### src/rtl/cfgp_pkg.sv
package cfgp_pkg;

    typedef enum logic [2:0] {
        ST_WAIT_K0,
        ST_WAIT_K1,
        ST_WAIT_K2,
        ST_WAIT_K3,
        ST_OPEN
    } cfgp_state_e;

    localparam logic [7:0] KEY_B0     = 8'h87;
    localparam logic [7:0] KEY_B1     = 8'h01;
    localparam logic [7:0] KEY_B2     = 8'h55;

    localparam logic [7:0] IDX_CC     = 8'h02;
    localparam logic [7:0] IDX_LDN    = 8'h07;
    localparam logic [7:0] IDX_CLKSEL = 8'h23;
    localparam logic [7:0] IDX_SUSP   = 8'h24;
    localparam logic [7:0] IDX_ACT    = 8'h30;
    localparam logic [7:0] CC_EXIT    = 8'h02;

    localparam logic [7:0] BUS_IDLE   = 8'hFF;

endpackage

### src/rtl/cfgp_key_fsm.sv
module cfgp_key_fsm
    import cfgp_pkg::*;
#(
    parameter logic [7:0] KEY_LAST = 8'h55
) (
    input  logic        clk,
    input  logic        rst_n,
    input  logic        key_wr,
    input  logic [7:0]  key_byte,
    input  logic        exit_req,
    output logic        open_o
);

    cfgp_state_e state_q, state_d;
    cfgp_state_e restart_st;

    // A mismatch that is itself the first key byte starts a new attempt
    always_comb begin
        restart_st = (key_byte == KEY_B0) ? ST_WAIT_K1 : ST_WAIT_K0;
    end

    always_comb begin
        state_d = state_q;
        unique case (state_q)
            ST_WAIT_K0: if (key_wr) state_d = restart_st;
            ST_WAIT_K1: if (key_wr) state_d = (key_byte == KEY_B1)   ? ST_WAIT_K2 : restart_st;
            ST_WAIT_K2: if (key_wr) state_d = (key_byte == KEY_B2)   ? ST_WAIT_K3 : restart_st;
            ST_WAIT_K3: if (key_wr) state_d = (key_byte == KEY_LAST) ? ST_OPEN    : restart_st;
            ST_OPEN:    if (exit_req) state_d = ST_WAIT_K0;
            default:    state_d = ST_WAIT_K0;
        endcase
    end

    always_ff @(posedge clk or negedge rst_n) begin
        if (!rst_n) state_q <= ST_WAIT_K0;
        else        state_q <= state_d;
    end

    always_comb begin
        open_o = (state_q == ST_OPEN);
    end

    a_r2_last_byte_opens: assert property (@(posedge clk) disable iff (!rst_n)
        (state_q == ST_WAIT_K3 && key_wr && key_byte == KEY_LAST) |=> open_o);

    a_r3_first_byte_restarts: assert property (@(posedge clk) disable iff (!rst_n)
        (state_q == ST_WAIT_K1 && key_wr && key_byte == KEY_B0) |=> (state_q == ST_WAIT_K1));

    a_r3_mismatch_clears: assert property (@(posedge clk) disable iff (!rst_n)
        (state_q == ST_WAIT_K2 && key_wr && key_byte != KEY_B2 && key_byte != KEY_B0)
        |=> (state_q == ST_WAIT_K0));

    a_r10_exit_locks: assert property (@(posedge clk) disable iff (!rst_n)
        (open_o && exit_req) |=> !open_o);

    a_r4_idle_holds: assert property (@(posedge clk) disable iff (!rst_n)
        (!key_wr && !exit_req) |=> $stable(state_q));

endmodule

### src/rtl/cfgp_regs.sv
module cfgp_regs
    import cfgp_pkg::*;
#(
    parameter int NUM_DEV = 8
) (
    input  logic               clk,
    input  logic               rst_n,
    input  logic               open_i,
    input  logic               idx_wr,
    input  logic               dat_wr,
    input  logic [7:0]         wdata,
    output logic               exit_req,
    output logic [7:0]         idx_rd,
    output logic [7:0]         dat_rd,
    output logic [NUM_DEV-1:0] dev_active,
    output logic               clk_sel_24m,
    output logic               soft_suspend
);

    logic [7:0]         idx_q;
    logic [7:0]         ldn_q;
    logic               clk_sel_q;
    logic               susp_q;
    logic [NUM_DEV-1:0] act_q;
    logic               act_rd;
    logic               dat_we;

    always_comb begin
        dat_we   = open_i && dat_wr;
        exit_req = dat_we && (idx_q == IDX_CC) && (wdata == CC_EXIT);
    end

    always_ff @(posedge clk or negedge rst_n) begin
        if (!rst_n) begin
            idx_q <= 8'h00;
        end else if (exit_req) begin
            idx_q <= 8'h00;
        end else if (open_i && idx_wr) begin
            idx_q <= wdata;
        end
    end

    always_ff @(posedge clk or negedge rst_n) begin
        if (!rst_n) begin
            ldn_q     <= 8'h00;
            clk_sel_q <= 1'b0;
            susp_q    <= 1'b0;
        end else if (dat_we) begin
            if (idx_q == IDX_LDN)    ldn_q     <= wdata;
            if (idx_q == IDX_CLKSEL) clk_sel_q <= wdata[0];
            if (idx_q == IDX_SUSP)   susp_q    <= wdata[0];
        end
    end

    for (genvar d = 0; d < NUM_DEV; d++) begin : g_bank
        always_ff @(posedge clk or negedge rst_n) begin
            if (!rst_n) begin
                act_q[d] <= 1'b0;
            end else if (dat_we && idx_q == IDX_ACT && ldn_q == 8'(d)) begin
                act_q[d] <= wdata[0];
            end
        end

        a_r7_activate_write: assert property (@(posedge clk) disable iff (!rst_n)
            (open_i && dat_wr && idx_q == IDX_ACT && ldn_q == 8'(d))
            |=> (dev_active[d] == $past(wdata[0])));
    end

    always_comb begin
        act_rd = 1'b0;
        for (int d = 0; d < NUM_DEV; d++) begin
            if (ldn_q == 8'(d)) act_rd = act_q[d];
        end
    end

    always_comb begin
        idx_rd = idx_q;
        case (idx_q)
            IDX_LDN:    dat_rd = ldn_q;
            IDX_CLKSEL: dat_rd = {7'b0, clk_sel_q};
            IDX_SUSP:   dat_rd = {7'b0, susp_q};
            IDX_ACT:    dat_rd = {7'b0, act_rd};
            default:    dat_rd = 8'h00;
        endcase
    end

    always_comb begin
        dev_active   = act_q;
        clk_sel_24m  = clk_sel_q;
        soft_suspend = susp_q;
    end

    a_r4_locked_frozen: assert property (@(posedge clk) disable iff (!rst_n)
        !open_i |=> ($stable(ldn_q) && $stable(clk_sel_24m) && $stable(soft_suspend)
                     && $stable(dev_active)));

    a_r8_clock_select: assert property (@(posedge clk) disable iff (!rst_n)
        (open_i && dat_wr && idx_q == IDX_CLKSEL) |=> (clk_sel_24m == $past(wdata[0])));

    a_r10_index_cleared: assert property (@(posedge clk) disable iff (!rst_n)
        exit_req |=> (idx_rd == 8'h00));

endmodule

### src/rtl/cfgp_unlock_decoder.sv
module cfgp_unlock_decoder
    import cfgp_pkg::*;
#(
    parameter int              AW        = 16,
    parameter logic [AW-1:0]   BASE_ADDR = AW'(16'h002E),
    parameter int              NUM_DEV   = 8
) (
    input  logic               clk,
    input  logic               rst_n,
    input  logic               io_wr,
    input  logic               io_rd,
    input  logic [AW-1:0]      io_addr,
    input  logic [7:0]         io_wdata,
    output logic [7:0]         io_rdata,
    output logic               cfg_unlocked,
    output logic [NUM_DEV-1:0] dev_active,
    output logic               clk_sel_24m,
    output logic               soft_suspend
);

    localparam logic [AW-1:0] DATA_ADDR = BASE_ADDR + AW'(1);
    localparam logic [7:0]    KEY_LAST  = (BASE_ADDR == AW'(16'h004E)) ? 8'hAA : 8'h55;

    logic       hit_base, hit_data;
    logic       exit_req;
    logic       open_w;
    logic [7:0] idx_rd, dat_rd;

    always_comb begin
        hit_base = (io_addr == BASE_ADDR);
        hit_data = (io_addr == DATA_ADDR);
    end

    cfgp_key_fsm #(
        .KEY_LAST (KEY_LAST)
    ) u_fsm (
        .clk      (clk),
        .rst_n    (rst_n),
        .key_wr   (io_wr && hit_base),
        .key_byte (io_wdata),
        .exit_req (exit_req),
        .open_o   (open_w)
    );

    cfgp_regs #(
        .NUM_DEV (NUM_DEV)
    ) u_regs (
        .clk          (clk),
        .rst_n        (rst_n),
        .open_i       (open_w),
        .idx_wr       (io_wr && hit_base),
        .dat_wr       (io_wr && hit_data),
        .wdata        (io_wdata),
        .exit_req     (exit_req),
        .idx_rd       (idx_rd),
        .dat_rd       (dat_rd),
        .dev_active   (dev_active),
        .clk_sel_24m  (clk_sel_24m),
        .soft_suspend (soft_suspend)
    );

    always_comb begin
        cfg_unlocked = open_w;
        io_rdata     = BUS_IDLE;
        if (io_rd && open_w) begin
            if (hit_base)      io_rdata = idx_rd;
            else if (hit_data) io_rdata = dat_rd;
        end
    end

    a_r4_locked_reads_idle: assert property (@(posedge clk) disable iff (!rst_n)
        (!cfg_unlocked && io_rd) |-> (io_rdata == BUS_IDLE));

    a_r12_strobes_exclusive: assert property (@(posedge clk) disable iff (!rst_n)
        !(io_wr && io_rd));

endmodule

### config.mk
export PLATFORM = sky130hd
export DESIGN_NAME = cfgp_unlock_decoder
export DESIGN_NICKNAME = d
export VERILOG_FILES = /design/src/rtl/cfgp_pkg.sv /design/src/rtl/cfgp_key_fsm.sv /design/src/rtl/cfgp_regs.sv /design/src/rtl/cfgp_unlock_decoder.sv
export SDC_FILE = /design/constraint.sdc
export NUM_CORES = 1
export LEC_CHECK = 0
export ABC_AREA = 0
export ABC_CLOCK_PERIOD_IN_PS = 6400
export BUFFER_PORTS_ARGS = -buffer_cell sky130_fd_sc_hd__buf_2
export CAP_MARGIN = 15
export CORE_ASPECT_RATIO = 0.6
export CORE_UTILIZATION = 42
export CTS_CLUSTER_DIAMETER = 30
export CTS_CLUSTER_SIZE = 24
export DETAILED_ROUTE_END_ITERATION = 6
export GPL_ROUTABILITY_DRIVEN = 0
export PLACE_DENSITY = 0.64
export SLEW_MARGIN = 25
export SYNTH_ARGS = -nofsm -noshare
export SYNTH_HDL_FRONTEND = slang
export SYNTH_HIERARCHICAL = 1
export SYNTH_SLANG_ARGS = --single-unit
export TNS_END_PERCENT = 1
### constraint.sdc
create_clock -name clk -period 6.4 [get_ports clk]
set_input_delay 1.92 -clock clk [delete_from_list [all_inputs] [get_ports clk]]
set_output_delay 1.92 -clock clk [all_outputs]
set_load 0.01 [all_outputs]
==> impl_metrics.ini, run 1 <==
[power]
powerDensity_nw_per_um2 = 179.0
p_total_uw = 391.6
pwr-share-comb = 0.059
pwr-share-seq = 0.468
leakage_uw = 0.0009836
worst_ir_drop_vdd_mv = 0.1245
p_int_uw = 305.9
p_sw_frac = 0.2190
p_clk_frac = 0.473
p_sw_uw = 85.78

[timing]
grt_setup_unrepaired = no
setup_viol_count_final = 0
skew_ps = 1.777
fmaxAchievable_ghz = 0.1978
tns_ps = 0
period_share = 0.7901
tightestPinTransition_ps = 872.2
maxSlewViolCount = 0
relSlewSlack = 0.4132
finalHoldViolations = 0
min_period_ps = 5056

[floorplan]
dieHeight_um = 52.63
die_x_um = 86.38
io_pins = 47
initial_core_util = 0.4635
die_area_um2 = 4546
row_count = 17
design.core.area_um2 = 3871

[synth]
ys_async_sr_fraction = 1.000
syn-cell-area_um2 = 1794
synth_edf_count = 0
synth.distinct_cells = 48
ys.flop_type = dfrtp_1
ys_seq_elements = 29
yosysSeqAreaShare = 0.4045
netlist_instances = 159
syn-num-nets = 187
synth.avg_cell_area_um2 = 11.28
yosysWarningCount = 6

[final_layout]
regArea_um2 = 725.7
multi_input_area_um2 = 1042
num_antenna_cells = 0
final_common_cell = buf_2
final_cell_mix = buf_2 (46), dfrtp_1 (29), mux2_2 (25), nor4_1 (13), nand3_1 (10)
nets = 237
synthToLayoutAreaGrowth_pct = 21.97
fillers = 339
finalNonFillerCells = 266
drive_above_1_share = 0.4545

[global_routing]
track_usage = 0.2257
grtUsageMet1 = 0.3169
grt.overflow.total = 0
grt_pass1_wl_um = 7465
antenna_found_initial = 0
grt_max_degree = 30
gr-usage-met3 = 0.07244
use_met2 = 0.3228
grt-busiest-layer = met2
grt_pass1_vias = 1458

[clocking]
clockBufferDepth = 2
cts_buffers = 5
cts_resized = 0
cts-root-buf = clkbuf_8
cts_tree = built
insertion_delay_ps = 280
cts_setup_buffers = 0
cts_sinks = 29
htreeDepth = 2
holdBufCountCts = 0
clk_pin_slew_ps = 60

[setup_path]
worstPathArrival_ps = 3140
end_kind = output port
cp_slowest_cell = or4b_4
critPathKind = input pin to output port
path_cells = buf_2, or4b_4, nor2_2, nand3_1, buf_2
startpoint_type = input pin
worst-path-max-fanout = 7
slowest_delay_ps = 560
worstPathRequired_ps = 4480
crit_top_cell = buf_2

[routing]
num_vias = 1490
routed_via_density = 5.602
drtPass1Iterations = 4
detail-route-antenna-nets = 0
drt-initial-drc-count = 101
avgRoutedWirePerCell_um = 17.23
drc = 0
wirelength_um = 4582

[run_status]
status = completed

[flow_run]
max_cap_violations = 0

[placement]
dp_cells = 259
dpl.hpwl_um = 3546
port_buffers = 46

[hold_path]
hold_path_class = flip-flop to flip-flop
[Yosys cell counts (2+ instances only)]
cell type	n	area [µm²]
mux2i_1	8	80.08
dfrtp_1	29	725.7
nor4_4	2	42.54
nand4_1	2	12.51
clkbuf_1	2	7.510
nor4_1	13	81.33
nand2b_1	3	18.77
nor2_1	2	7.510
nand3_1	10	50.05
inv_1	3	11.26
mux2_2	25	281.5
nand2_1	7	26.28
o21ai_0	3	15.01
or4_4	2	22.52
nor3_1	4	20.02
nor2b_1	2	12.51
nand3b_1	4	30.03
and2_1	7	43.79
and4b_1	2	20.02
[power groups by stage]
stage / logic (µW) / clock network, µW / registers, µW
6_report: 23.2 / 185 / 183
5_1_grt: 25.4 / 196 / 183
4_1_cts: 23.4 / 188 / 183
3_5_place_dp: 23.3 / 0 / 187
3_3_place_gp: 22.4 / 0 / 187
2_1_floorplan: 6.79 / 0 / 187
[state kept, by name (all words and copies together) (netlist names)]
signal and count:
u_regs/dev_active 8, u_regs/idx_rd 8, u_fsm/state_q 3, u_regs/clk_sel_24m 1, u_regs/soft_suspend 1, u_regs/ldn_q 8
[layout make-up]
| cell class | instances | share of cell area |
|---|---|---|
| Tap cell | 57 | 0.03259 |
| Timing Repair Buffer | 46 | 0.1052 |
| Multi-Input combinational cell | 123 | 0.4763 |
| Sequential cell | 29 | 0.3316 |
| Clock buffer | 5 | 0.03145 |
| Clock inverter | 2 | 0.01601 |
| Inverter | 4 | 0.006861 |
[layer usage]
| metal | share of wire | wire length, µm | up-vias |
|---|---|---|---|
| li1 | - | - | 718 |
| met1 | 0.51 | 2358 | 704 |
| met2 | 0.39 | 1793 | 62 |
| met3 | 0.082 | 378 | 6 |
| met4 | 0.012 | 53 | 0 |
| met5 | 0 | 0 | - |
[path summary, 6_finish.rpt]
kind                                      start                    to  slack (ps)  cells after the start
setup / recovery                    io_addr[12]           io_rdata[6]        1340                      5
hold / removal             u_regs/dev_active[6]  u_regs/dev_active[6]         540                      1
setup reg to reg               u_fsm/state_q[2]      u_fsm/state_q[2]        3890                      6
hold reg to reg            u_regs/dev_active[6]  u_regs/dev_active[6]         540                      1
max in group asynchronous                 rst_n      u_regs/idx_rd[0]        4310                      1
min in group asynchronous                 rst_n       u_regs/ldn_q[5]        1660                      1
[through the flow]
step                hold WS, ps  cell area (µm²)    util  worst slack [ps]
global placement          505.0             2085  0.5385              1421
finish                    536.8             2188  0.5653              1344
detailed placement        524.3             2085  0.5385              1350
CTS                       537.1             2188  0.5653              1349
floorplan                 495.6             1794       -              1632
global route              573.8             2188  0.5653              1240
[cell families (layout without fill, tap and decap cells)]
family,count (synthesis),after routing,share of synthesized area
simple gates,76,76,0.3138
mux,34,34,0.2141
flops,29,29,0.4045
compound gates,13,13,0.05300
buf+inv,7,57,0.01464
[critical path, delay by kind of cell]
| family | cells | cell delay (ps) |
|---|---|---|
| AND/OR/NAND/NOR | 3 | 960 |
| buffers and inverters | 2 | 260 |
Note: power is estimated with default switching activity, not from simulation.
==> inputs of run 2 (changes only) <==
Settings changed: ABC_AREA 0 to 1, ABC_CLOCK_PERIOD_IN_PS 6400 to 4800, PLACE_DENSITY 0.64 to 0.63.
Clock period 6.4 ns to 4.8 ns, I/O delays scaled along.
==> run 2 against run 1 <==
  * Clock skew grew 4.0 ps
  * Sequential power up 33%
  * Synthesized cell count grew 93%
  * Total power rose by 39%
  * Sequential cell count is the same
  * Cell area rose by 9.8%
  * Clock power is 44% higher
  * Wire length grew 12%
  * Die area increased by 11%
  * Register-to-register slack worse by 1100 ps
  * Largest cell class unchanged
==> impl_metrics.ini, run 2 <==
[run_status]
status = completed

[clocking]
cts-root-buf = clkbuf_8
cts_setup_buffers = 0
cts_buffers = 5
htreeDepth = 2
cts_resized = 0
insertion_delay_ps = 280
holdBufCountCts = 0
cts_sinks = 29
cts_tree = built
clk_pin_slew_ps = 70
clockBufferDepth = 2

[power]
powerDensity_nw_per_um2 = 225.9
worst_ir_drop_vdd_mv = 0.1252
leakage_uw = 0.001169
p_int_uw = 424.6
p_total_uw = 543.0
p_sw_frac = 0.2181
p_clk_frac = 0.490
pwr-share-comb = 0.060
pwr-share-seq = 0.450
p_sw_uw = 118.4

[placement]
port_buffers = 46
dpl_worst_slack_ps = 728.5
dpl.hpwl_um = 4048
dpl-instance-area_um2 = 2283
dp_cells = 411

[synth]
synth.distinct_cells = 27
synth.most_common_cell = nand2_1
yosysSeqAreaShare = 0.3623
syn-num-nets = 335
synth_edf_count = 0
netlist_instances = 307
ys_seq_elements = 29
synthTopCellsByArea = dfrtp_1 (36%), nand2_1 (15%), nand3_1 (9.2%)
ys.flop_type = dfrtp_1
synth.avg_cell_area_um2 = 6.525
ys_async_sr_fraction = 1.000
yosysWarningCount = 6
syn-cell-area_um2 = 2003
yosys.area.top_type = dfrtp_1
synth_common_cells = nand2_1 (82), inv_1 (48), nand3_1 (37)
synth_top_area_share = 0.3623

[floorplan]
io_pins = 47
die_area_um2 = 5059
row_count = 19
design.core.area_um2 = 4564
die_x_um = 91.16
initial_core_util = 0.4389
dieHeight_um = 55.50

[routing]
avgRoutedWirePerCell_um = 12.30
drt-initial-drc-count = 169
detail-route-antenna-nets = 0
num_vias = 2072
routed_via_density = 4.945
wirelength_um = 5152
drtPass1Iterations = 4
drc = 0

[global_routing]
track_usage = 0.2275
grt_pass1_wl_um = 8949
grtUsageMet1 = 0.3602
antenna_found_initial = 0
grt_max_degree = 30
gr-usage-met3 = 0.05510
grt-busiest-layer = met1
grt_pass1_vias = 1867
use_met2 = 0.3019
grt.overflow.total = 0

[final_layout]
fin_area_um2 = 2404
final_common_cell = nand2_1
nets = 383
final_cell_mix = nand2_1 (82), inv_1 (48), buf_2 (46), nand3_1 (37), nor2_1 (35)
num_antenna_cells = 0
synthToLayoutAreaGrowth_pct = 19.99
drive_above_1_share = 0.1966
finalNonFillerCells = 419

[timing]
tightestPinTransition_ps = 648.9
setup_viol_count_final = 0
maxSlewViolCount = 0
period_share = 0.8485
tns_ps = 0
skew_ps = 5.736
fmaxAchievable_ghz = 0.2455
min_period_ps = 4073
relSlewSlack = 0.5674
timing.final.ws_setup_ps = 727.3
grt_setup_unrepaired = no
finalHoldViolations = 0

[hold_path]
hp-start = u_regs/dev_active[6]
hold_depth = 2
hold_path_class = flip-flop to flip-flop

[setup_path]
worstPathArrival_ps = 2630
worst-path-max-fanout = 18
r2r_start = u_fsm/state_q[1]
crit_start = io_addr[9]
r2r_slack_ps = 2800
worstRegToRegCells = 5
critPathKind = input pin to output port
startpoint_type = input pin
end_kind = output port
worstPathRequired_ps = 3360

[flow_run]
max_cap_violations = 0
==> run 2: changes by cell type in the layout (fill, tap and decap cells not counted), sizes merged, moves of 12 or more <==
| cell | before | now |
|---|---|---|
| mux2 | 25 | 0 |
| o21ai | 4 | 30 |
| nor2 | 3 | 40 |
| nand2 | 7 | 85 |
| nand3 | 10 | 39 |
| nor4 | 15 | 3 |
| inv | 4 | 50 |
==> run 2: per-stage QoR <==
step,util,hold WS [ps]
3_3_place_gp,0.5003,495.2
2_1_floorplan,-,475.0
4_1_cts,0.5266,522.7
3_5_place_dp,0.5003,506.9
5_1_grt,0.5266,568.9
6_report,0.5266,527.0
==> run 2: power groups by stage <==
stage	sequential (µW)	clock [µW]	combinational, µW
finish	244	266	32.5
global route	244	286	37.7
CTS	244	273	32.9
detailed placement	249	0	32.5
global placement	249	0	32.5
floorplan	249	0	10.9
==> run 2: final cells by class <==
cell class	instances	area, µm²
fillers	481	2161
multi-input cells	223	1061
flip-flops and latches	29	725.7
repair buffers	46	230.2
inverters	50	187.7
clock buffers	6	82.58
well taps	63	78.83
clock inverters	2	37.54
==> run 2: final timing paths <==
kind,end
min reg2reg,u_regs/dev_active[6]
max,io_rdata[0]
max in group asynchronous,u_regs/ldn_q[6]
max reg2reg,u_regs/ldn_q[6]
min in group asynchronous,u_regs/dev_active[6]
min,u_regs/dev_active[6]
==> run 2: kinds of logic after synthesis <==
kind of cell,synth area share
AO/OA/AOI/OAI,0.09494
buffers and inverters,0.1081
AND/OR/NAND/NOR,0.4347
flip-flops,0.3623
==> run 2: metal layers <==
metal | part of all wire | routed length (µm)
met1 | 0.53 | 2728
met2 | 0.37 | 1917
met3 | 0.093 | 481
met4 | 0.0049 | 25
met5 | 0 | 0
==> run 2: critical path: stages <==
cell and delay [ps]:
buf_2 90, nor2_1 100, nand2_1 90, nor2_4 360
nand2_2 210, nand2_1 110, nand3_1 70, buf_2 150
==> inputs of run 3 (changes only) <==
Settings changed: ABC_AREA 1 to 0, ABC_CLOCK_PERIOD_IN_PS 4800 to 3500, PLACE_DENSITY 0.63 to 0.66.
Clock period 4.8 ns to 3.5 ns, I/O delays scaled along.
==> run 3 against run 2 <==
  * Sequential cell count unchanged
  * Via count decreased by 26%
  * Utilization increased by 5.3 points
  * Final cell count decreased by 35%
  * Sequential share of layout area increased by 2.2 points
  * Highest routed layer unchanged
  * Total power increased by 36%
  * Wire length decreased by 13%
  * Clock skew about the same
  * Cell area decreased by 6.7%
==> impl_metrics.ini, run 3 (synthesis results as in run 1) <==
[run_status]
status = completed

[power]
powerDensity_nw_per_um2 = 329.1
leakage_uw = 0.001012
p_total_uw = 737.9
worst_ir_drop_vdd_mv = 0.1970

[clocking]
clockBufferDepth = 2
insertion_delay_ps = 280
holdBufCountCts = 0
clk_pin_slew_ps = 70
cts_buffers = 5
cts_setup_buffers = 0
cts-root-buf = clkbuf_8
cts_tree = built
htreeDepth = 2
cts_resized = 0
cts_sinks = 29

[routing]
drtPass1Iterations = 4
routed_via_density = 5.647
drc = 0
dr.max_layer_used = met4
detail-route-antenna-nets = 0
routed-wl-met3_um = 327
wl_met2_um = 1788
drt-initial-drc-count = 113
wl_met1_um = 2348
num_vias = 1536
wirelength_um = 4501
avgRoutedWirePerCell_um = 16.55

[timing]
relSlewSlack = 0.5608
tightestPinTransition_ps = 658.7
setup_viol_count_final = 0
min_period_ps = 3300
skew_ps = 6.171
hold_ws_ps = 525.1
maxSlewViolCount = 0
fmaxAchievable_ghz = 0.3030
grt_setup_unrepaired = no
period_share = 0.9429
tns_ps = 0
finalHoldViolations = 0

[floorplan]
design.core.area_um2 = 3871
die_x_um = 86.38
initial_core_util = 0.4635
io_pins = 47
die_area_um2 = 4546
dieHeight_um = 52.63
row_count = 17

[setup_path]
worstPathArrival_ps = 2250
worstRegToRegCells = 6
cp_top_family = simple AND/OR/NAND/NOR gates
crit_top_cell = buf_2
slowest_delay_ps = 560
r2r_slack_ps = 1330
worst-path-buf-inv = 2
end_kind = output port
r2r_start = u_fsm/state_q[2]
cp_slowest_cell = or4b_4
worst-path-max-fanout = 7
path_cells = buf_2, or4b_4, nor2_2, nand3_1, buf_2
worstPathRequired_ps = 2450
critPathKind = input pin to output port
r2r-end = u_regs/dev_active[7]
startpoint_type = input pin

[global_routing]
antenna_found_initial = 0
grt_max_degree = 30
grt_pass1_wl_um = 7320
grt.overflow.total = 0
grt_pass1_vias = 1463
track_usage = 0.2213

[final_layout]
drive_above_1_share = 0.4698
final_cell_mix = buf_2 (46), dfrtp_1 (29), mux2_2 (25), nor4_1 (13), nand3_1 (10)
num_antenna_cells = 0
fin_area_um2 = 2242
synthToLayoutAreaGrowth_pct = 24.97
final_common_cell = buf_2
nets = 242

[hold_path]
hold_path_class = flip-flop to flip-flop
hold_depth = 1
hp-start = u_regs/dev_active[3]
min_to = u_regs/dev_active[3]

[flow_run]
max_cap_violations = 0

[placement]
dpl.hpwl_um = 3479
dpl-instance-area_um2 = 2122
port_buffers = 46
[run 3: power by group]
part	switching (µW)	total [µW]	internal, µW
Combinational	25.4	42.9	17.5
Clock	129	360	231
Sequential	0.0140	335	335
[run 3: area by class of cell]
class                      instances  area [µm²]
clock buffer                       6       82.58
clock inverter                     2       37.54
fill                             344        1629
inverter                           4       15.01
multi-input combinational        123        1042
sequential                        29       725.7
tap                               57       71.32
timing repair buffer              51       267.8
[run 3: per-layer routing]
layer,vias up,global-route usage
met2,69,0.3135
met1,736,0.3288
met4,0,0.08056
met3,5,0.04567
li1,726,-
met5,-,0
[run 3: worst register-to-register path, cell delays in order (launching register included)]
cell and delay, ps:
dfrtp_1 470, nor3b_2 290, buf_4 190, nand3b_1 100, buf_4 180, nor4_1 450, mux2_2 390
[run 3: how the worst max path moves through the flow]
stage,startpoint,endpoint,depth (start not counted)
6_report,io_addr[12],io_rdata[7],5
4_1_cts,io_addr[12],io_rdata[7],5
2_1_floorplan,io_addr[12],u_fsm/state_q[2],8
3_5_place_dp,io_addr[12],u_regs/dev_active[7],8
3_3_place_gp,io_addr[12],u_regs/dev_active[6],8
5_1_grt,u_regs/idx_rd[4],io_rdata[0],8
[run 3: through the flow]
step | setup slack [ps] | util | std cells
global placement | 114.4 | 0.5482 | 264
global route | 27.81 | 0.5792 | 272
detailed placement | 47.70 | 0.5482 | 264
CTS | 194.6 | 0.5792 | 272
floorplan | 282.0 | - | 159
finish | 199.9 | 0.5792 | 272
